## src/rtl/pbuf_win_pkg.sv

```systemverilog
package pbuf_win_pkg;
   localparam int WORD_W = 16;
   localparam int PAGE_W = 12;
   localparam int FOFF_W = 11;

   localparam logic [PAGE_W-1:0] OFF_RXSTAT = 12'h400;
   localparam logic [PAGE_W-1:0] OFF_RXLEN  = 12'h402;
   localparam logic [PAGE_W-1:0] OFF_RXFRM  = 12'h404;
   localparam logic [PAGE_W-1:0] OFF_TXFRM  = 12'hA00;

   typedef enum logic [2:0] {
      RGN_NONE,
      RGN_RXSTAT,
      RGN_RXLEN,
      RGN_RXFRM,
      RGN_TXFRM
   } win_region_e;
endpackage

```

## src/rtl/pbuf_win_decode.sv

```systemverilog
module pbuf_win_decode
   import pbuf_win_pkg::*;
#(
   parameter int HOST_AW = 20
) (
   input  logic [HOST_AW-1:0]        addr,
   input  logic [HOST_AW-PAGE_W-1:0] page,
   input  logic                      mem_en,
   output win_region_e               region,
   output logic [FOFF_W-1:0]         off
);
   logic [PAGE_W-1:0] lo;
   assign lo = addr[PAGE_W-1:0];

   always_comb begin
      region = RGN_NONE;
      off    = '0;
      if (mem_en && addr[HOST_AW-1:PAGE_W] == page) begin
         if (lo >= OFF_TXFRM) begin
            region = RGN_TXFRM;
            off    = lo[FOFF_W-1:0] - OFF_TXFRM[FOFF_W-1:0];
         end else if (lo >= OFF_RXFRM) begin
            region = RGN_RXFRM;
            off    = lo[FOFF_W-1:0] - OFF_RXFRM[FOFF_W-1:0];
         end else if (lo >= OFF_RXLEN) begin
            region = RGN_RXLEN;
         end else if (lo >= OFF_RXSTAT) begin
            region = RGN_RXSTAT;
         end
      end
   end
endmodule

```

## src/rtl/pbuf_align_guard.sv

```systemverilog
module pbuf_align_guard
   import pbuf_win_pkg::*;
(
   input  logic              clk,
   input  logic              rst_n,
   input  logic              commit,
   input  logic              word,
   input  logic [PAGE_W-1:0] addr_lo,
   output logic              pend
);
   logic              pend_q;
   logic [PAGE_W-1:0] paddr_q;

   always_ff @(posedge clk or negedge rst_n) begin
      if (!rst_n) begin
         pend_q  <= 1'b0;
         paddr_q <= '0;
      end else if (commit && !word) begin
         if (!addr_lo[0]) begin
            pend_q  <= 1'b1;
            paddr_q <= addr_lo;
         end else if (addr_lo == paddr_q + PAGE_W'(1)) begin
            pend_q  <= 1'b0;
         end
      end
   end

   assign pend = pend_q;


   word_after_pair_chk: assert property (@(posedge clk) disable iff (!rst_n)
      (commit && word) |-> !pend_q);
endmodule

```

## src/rtl/pbuf_rx_seq.sv

```systemverilog
module pbuf_rx_seq
   import pbuf_win_pkg::*;
#(
   parameter int RAND_WIN = 118
) (
   input  logic              clk,
   input  logic              rst_n,
   input  logic              frame_new,
   input  logic              rd_frm,
   input  logic              commit,
   input  logic              word,
   input  logic [FOFF_W-1:0] off,
   output logic              seq_bad
);
   localparam logic [FOFF_W-1:0] WIN_END = FOFF_W'(RAND_WIN);

   logic [FOFF_W-1:0] ptr_q;

   assign seq_bad = rd_frm && (off >= WIN_END) && (off != ptr_q);

   always_ff @(posedge clk or negedge rst_n) begin
      if (!rst_n)                ptr_q <= '0;
      else if (frame_new)        ptr_q <= '0;
      else if (commit && rd_frm) ptr_q <= off + (word ? FOFF_W'(2) : FOFF_W'(1));
   end


   beyond_win_seq_chk: assert property (@(posedge clk) disable iff (!rst_n)
      (commit && rd_frm && off >= WIN_END) |-> (off == ptr_q));

   ptr_restart_chk: assert property (@(posedge clk) disable iff (!rst_n)
      frame_new |=> (ptr_q == '0));
endmodule

```

## src/rtl/pbuf_host_window.sv

```systemverilog
module pbuf_host_window
   import pbuf_win_pkg::*;
#(
   parameter int HOST_AW  = 20,
   parameter int RAND_WIN = 118
) (
   input  logic                      clk,
   input  logic                      rst_n,
   input  logic                      mem_en,
   input  logic [HOST_AW-PAGE_W-1:0] win_page,
   input  logic [HOST_AW-1:0]        host_addr,
   input  logic                      host_rd,
   input  logic                      host_wr,
   input  logic                      host_word,
   input  logic [WORD_W-1:0]         host_wdata,
   output logic [WORD_W-1:0]         host_rdata,
   output logic                      host_ready,
   output logic                      host_err,
   input  logic [WORD_W-1:0]         rx_status,
   input  logic [WORD_W-1:0]         rx_length,
   input  logic                      rx_frame_new,
   output logic                      buf_rd_en,
   output logic [FOFF_W-1:0]         buf_rd_addr,
   output logic                      buf_rd_word,
   input  logic [WORD_W-1:0]         buf_rd_data,
   output logic                      buf_wr_en,
   output logic [FOFF_W-1:0]         buf_wr_addr,
   output logic                      buf_wr_word,
   output logic [WORD_W-1:0]         buf_wr_data
);
   localparam int RX_SPAN = int'(OFF_TXFRM) - int'(OFF_RXFRM);

   if (HOST_AW <= PAGE_W) begin : g_bad_aw
      $error("HOST_AW must exceed the page width");
   end
   if (RAND_WIN < 2 || RAND_WIN >= RX_SPAN) begin : g_bad_win
      $error("RAND_WIN must lie inside the receive frame area");
   end

   win_region_e       region;
   logic [FOFF_W-1:0] off;
   logic              is_rd, is_wr, acc, pend, seq_bad;
   logic              dir_bad, align_bad, reject, commit;
   logic              err_q;

   pbuf_win_decode #(.HOST_AW(HOST_AW)) u_decode (
      .addr   (host_addr),
      .page   (win_page),
      .mem_en (mem_en),
      .region (region),
      .off    (off)
   );

   assign is_rd = host_rd;
   assign is_wr = host_wr && !host_rd;
   assign acc   = (region != RGN_NONE) && (is_rd || is_wr);

   assign dir_bad   = (is_wr && region != RGN_TXFRM) || (is_rd && region == RGN_TXFRM);
   assign align_bad = host_word && (host_addr[0] || pend);
   assign reject    = acc && (dir_bad || align_bad || seq_bad);
   assign commit    = acc && !reject;

   pbuf_align_guard u_align (
      .clk     (clk),
      .rst_n   (rst_n),
      .commit  (commit),
      .word    (host_word),
      .addr_lo (host_addr[PAGE_W-1:0]),
      .pend    (pend)
   );

   pbuf_rx_seq #(.RAND_WIN(RAND_WIN)) u_seq (
      .clk       (clk),
      .rst_n     (rst_n),
      .frame_new (rx_frame_new),
      .rd_frm    (is_rd && region == RGN_RXFRM),
      .commit    (commit),
      .word      (host_word),
      .off       (off),
      .seq_bad   (seq_bad)
   );

   always_comb begin
      host_rdata = '0;
      if (commit && is_rd) begin
         unique case (region)
            RGN_RXSTAT: host_rdata = host_word ? rx_status :
               {8'h00, host_addr[0] ? rx_status[15:8] : rx_status[7:0]};
            RGN_RXLEN:  host_rdata = host_word ? rx_length :
               {8'h00, host_addr[0] ? rx_length[15:8] : rx_length[7:0]};
            RGN_RXFRM:  host_rdata = host_word ? buf_rd_data : {8'h00, buf_rd_data[7:0]};
            default:    host_rdata = '0;
         endcase
      end
   end

   always_ff @(posedge clk or negedge rst_n) begin
      if (!rst_n)      err_q <= 1'b0;
      else if (reject) err_q <= 1'b1;
   end

   assign host_ready  = acc;
   assign host_err    = err_q;
   assign buf_rd_en   = commit && is_rd && region == RGN_RXFRM;
   assign buf_rd_addr = off;
   assign buf_rd_word = host_word;
   assign buf_wr_en   = commit && is_wr && region == RGN_TXFRM;
   assign buf_wr_addr = off;
   assign buf_wr_word = host_word;
   assign buf_wr_data = host_wdata;


   ready_needs_en_chk: assert property (@(posedge clk) disable iff (!rst_n)
      host_ready |-> mem_en);

   wr_only_tx_chk: assert property (@(posedge clk) disable iff (!rst_n)
      buf_wr_en |-> (host_wr && !host_rd && host_addr[PAGE_W-1:0] >= OFF_TXFRM));

   word_even_chk: assert property (@(posedge clk) disable iff (!rst_n)
      ((buf_rd_en || buf_wr_en) && host_word) |-> !host_addr[0]);

   err_sticky_chk: assert property (@(posedge clk) disable iff (!rst_n)
      host_err |=> host_err);

   strobe_one_hot_chk: assert property (@(posedge clk) disable iff (!rst_n)
      $onehot0({buf_rd_en, buf_wr_en}));
endmodule

```

## config.mk

```make
export PLATFORM = sky130hd
export DESIGN_NAME = pbuf_host_window
export DESIGN_NICKNAME = d
export VERILOG_FILES = /design/src/rtl/pbuf_win_pkg.sv /design/src/rtl/pbuf_win_decode.sv /design/src/rtl/pbuf_align_guard.sv /design/src/rtl/pbuf_rx_seq.sv /design/src/rtl/pbuf_host_window.sv
export SDC_FILE = /design/constraint.sdc
export NUM_CORES = 1
export LEC_CHECK = 0
export BUFFER_PORTS_ARGS = -buffer_cell sky130_fd_sc_hd__buf_2
export CELL_PAD_IN_SITES_DETAIL_PLACEMENT = 1
export CELL_PAD_IN_SITES_GLOBAL_PLACEMENT = 2
export CORE_MARGIN = 4
export CORE_UTILIZATION = 25
export CTS_CLUSTER_SIZE = 30
export DETAILED_ROUTE_END_ITERATION = 7
export HOLD_SLACK_MARGIN = 0.15
export PLACE_DENSITY_LB_ADDON = 0.1
export SKIP_CTS_REPAIR_TIMING = 1
export SLEW_MARGIN = 20
export SYNTH_ARGS = -nofsm -noshare
export SYNTH_HDL_FRONTEND = slang
export SYNTH_SLANG_ARGS = --single-unit
```

## constraint.sdc

```tcl
create_clock -name clk -period 4.3 [get_ports clk]
set_input_delay 0.43 -clock clk [delete_from_list [all_inputs] [get_ports clk]]
set_output_delay 0.43 -clock clk [all_outputs]
set_load 0.1 [all_outputs]
```

==> key figures <==
Logic synthesis
  • Synth Register Bits: 24
  • Post-synth EDFFs: 0
  • Post-synth ARST share: 1.000
  • Average size of a mapped cell: 8.005 µm²
  • Cell count after synthesis: 410
  • Synth Cell Area: 0.003282 mm²
  • Synth Flop Type: dfrtp_1
  • Synth Warn #: 0
  • Seq/Total Area, Yosys: 0.1830
  • Syn nets: 517
  • Number of distinct library cells after synthesis: 67

Setup path
  • Cell family with most CP delay: simple AND/OR/NAND/NOR gates
  • CP Capture Type: output port
  • Critical path class: input pin to output port
  • CP startpoint kind: input pin
  • R2R depth: 8
  • Flop-to-flop setup slack: 1660 ps
  • Crit-path slowest cell: or3_1
  • Sequence of cells on the critical path: buf_2, inv_1, ha_1, nand2b_1, o31ai_4, and2_1, or3_1, nor3b_1, o221ai_1, o21ai_2, nand3_4, nor2_4, buf_12
  • CP required: 3870 ps
  • Bufs and invs on worst path: 3
  • Max FO, Critical Path: 8
  • Slowest stage delay, CP: 530 ps
  • Worst r2r src: u_seq.ptr_q[0]
  • FF-to-FF End: u_align.paddr_q[11]
  • Crit path DAT: 3560 ps
  • Levels on crit path: 13

Final layout
  • Layout cell share with drive strength beyond 1: 0.3892
  • Number of diodes: 0
  • Non-filler cells in the finished layout: 673
  • Final nets: 609
  • Commonest non-fill, non-tap cells in the layout: buf_2 (108), nor2_1 (31), a21oi_1 (30)
  • Fill cells: 1568
  • Synth-to-Final Area Change: 34.77%
  • Commonest non-fill, non-tap cell in the layout: buf_2
  • Finished Cell Area: 0.004423 mm²

Global route
  • Global-route wire length before repair: 20.29 mm
  • Initial antenna violation count: 0
  • Grt ovf: 0
  • Vias in the first global route: 3581
  • Total GRT Usage: 0.1719
  • Largest net degree at the start of global routing: 25

Routing
  • DR WL/cell: 19.29 µm
  • Vias per cell: 5.067
  • Routed via count: 3410
  • 1st-pass router iterations: 4
  • Detailed-route DRC error count: 0
  • DRT iter0 DRCs: 164
  • WL final: 12.98 mm
  • DRT antenna net count: 0

Die
  • I/O pins: 159
  • Core Area: 0.01272 mm²
  • Area of the die: 0.01502 mm²
  • Row cnt: 41
  • Initial core utilization: 0.2580
  • Chip height: 122.6 µm
  • Die W: 122.6 µm

CTS
  • CTS sink count: 24
  • Clock Tree Buf Depth: 2
  • Clk slew on worst S/H paths: 70 ps
  • CTS tree: done
  • Number of buffers created by CTS: 3
  • CTS Root Cell: clkbuf_16
  • Clk Latency, worst-skew pair: 270 ps
  • Htree depth: 1

Place
  • Final Wtd Congestion: 0.8299
  • Number of buffers added on ports: 126
  • Placement-stage cell area: 0.004318 mm²
  • # placed instances: 669
  • Hpwl dp: 10.67 mm

Job
  • Max-cap violation count: 0

Timing
  • Min Tclk post-route: 3985 ps
  • Final Cycle Share: 0.9268
  • Endpoints failing setup: 0
  • Setup TNS: 0 ps
  • Worst slew pin tran: 1038 ps
  • RSZ-0062 raised after global routing: false
  • Slew Limit Fails: 0
  • Final Hold Vio Count: 0
  • Clock Skew: 6.453 ps
  • Fmax: 0.2509 GHz
  • Relative slew slack: 0.3060

Pwr
  • Peak VDD IR: 0.1847 mV
  • Leakage Power: 0.001991 µW
  • Pwr Density: 170.1 mW/mm²

Worst hold path
  • Hold Path Class: input pin to asynchronous set/reset pin

Status
  • Status: completed
synthesized netlist by cell type, types with 2 or more instances:
| library cell | count | area, µm² |
|---|---|---|
| mux2_2 | 2 | 22.52 |
| nand3_2 | 2 | 20.02 |
| and3_1 | 11 | 68.82 |
| o22ai_1 | 8 | 50.05 |
| ha_1 | 7 | 87.58 |
| clkbuf_1 | 9 | 33.78 |
| buf_2 | 11 | 55.05 |
| a211oi_1 | 6 | 45.04 |
| xnor3_1 | 2 | 45.04 |
| nand2_1 | 22 | 82.58 |
| a31oi_1 | 5 | 31.28 |
| mux2_1 | 2 | 22.52 |
| a21oi_1 | 30 | 150.1 |
| nand2b_1 | 3 | 18.77 |
| o21a_1 | 3 | 22.52 |
| nor3b_1 | 3 | 22.52 |
| nand4_1 | 8 | 50.05 |
| a2111oi_0 | 2 | 17.52 |
| xor2_1 | 9 | 78.83 |
| inv_1 | 14 | 52.55 |
| a32oi_1 | 2 | 17.52 |
| nor2b_1 | 2 | 12.51 |
| o21ai_0 | 12 | 60.06 |
| dfrtp_1 | 24 | 600.6 |
| nand3_1 | 12 | 60.06 |
| buf_4 | 31 | 232.7 |
| nor4_1 | 6 | 37.54 |
| o21ai_1 | 10 | 50.05 |
| xnor2_1 | 23 | 201.4 |
| nor3_1 | 8 | 40.04 |
| mux2_4 | 9 | 135.1 |
| a21o_1 | 2 | 15.01 |
| mux2i_1 | 26 | 260.3 |
| or3_1 | 4 | 25.02 |
| or4_1 | 5 | 37.54 |
| o211ai_1 | 5 | 37.54 |
| nor2_1 | 39 | 146.4 |
| buf_6 | 2 | 22.52 |
flip-flops by register name (all words and copies together), names as in the netlist:
signal and flops:
host_err 1, u_align.pend 1, u_seq.ptr_q 11, u_align.paddr_q 11
logic make-up after synthesis:
group | share of synthesized area
fa+ha+maj | 0.03279
buf+inv | 0.1235
compound gates | 0.1975
xor+xnor | 0.09912
mux | 0.1342
flops | 0.1830
simple gates | 0.2299
power breakdown:
group          total (µW)  leakage [µW]  switching [µW]  internal [µW]
logic                 240       0.00161             148           91.4
registers             228      0.000335            1.20            227
clock network         284     0.0000511            98.7            186
total                 753       0.00199             248            504
stage by stage:
step	util	total power, µW	hold WS [ps]	setup WS (ps)
global placement	0.3394	473.7	437.3	313.1
finish	0.3477	752.5	168.1	314.6
CTS	0.3477	763.3	200.3	294.1
global route	0.3477	797.0	205.1	37.41
floorplan	-	453.7	134.4	-200.3
detailed placement	0.3394	474.7	446.2	304.7
how the worst max path moves through the flow:
stage          slack (ps)     startpoint        endpoint
2_1_floorplan        -200  host_addr[10]       buf_wr_en
3_3_place_gp          310   host_addr[2]  host_rdata[15]
3_5_place_dp          300   host_addr[2]   host_rdata[9]
4_1_cts               290   host_addr[2]   host_rdata[9]
5_1_grt                40   host_addr[2]  host_rdata[14]
6_report              310   host_addr[2]   host_rdata[9]
metal layers:
metal,vias to the layer above,global-route usage,routed length (µm)
met2,118,0.2910,5933
li1,1641,-,-
met5,-,0,0
met4,0,0.02589,106
met3,10,0.02120,683
met1,1641,0.2391,6259
worst register-to-register path: stages, from the launching register on:
cell and delay (ps):
dfrtp_1 430, or4_1 530, a21oi_1 150, o221ai_1 210
o21ai_2 310, buf_4 260, nand3_2 90, buf_4 210
mux2_1 340
final cells by class:
type,instances,area [µm²],area share
multi-input combinational,317,2426,0.5485
timing repair buffer,142,1021,0.2308
clock buffer,3,75.07,0.01697
clock inverter,1,30.03,0.006789
sequential,24,600.6,0.1358
tap,172,215.2,0.04866
inverter,14,55.05,0.01245
(Power assumes the default switching activity.)
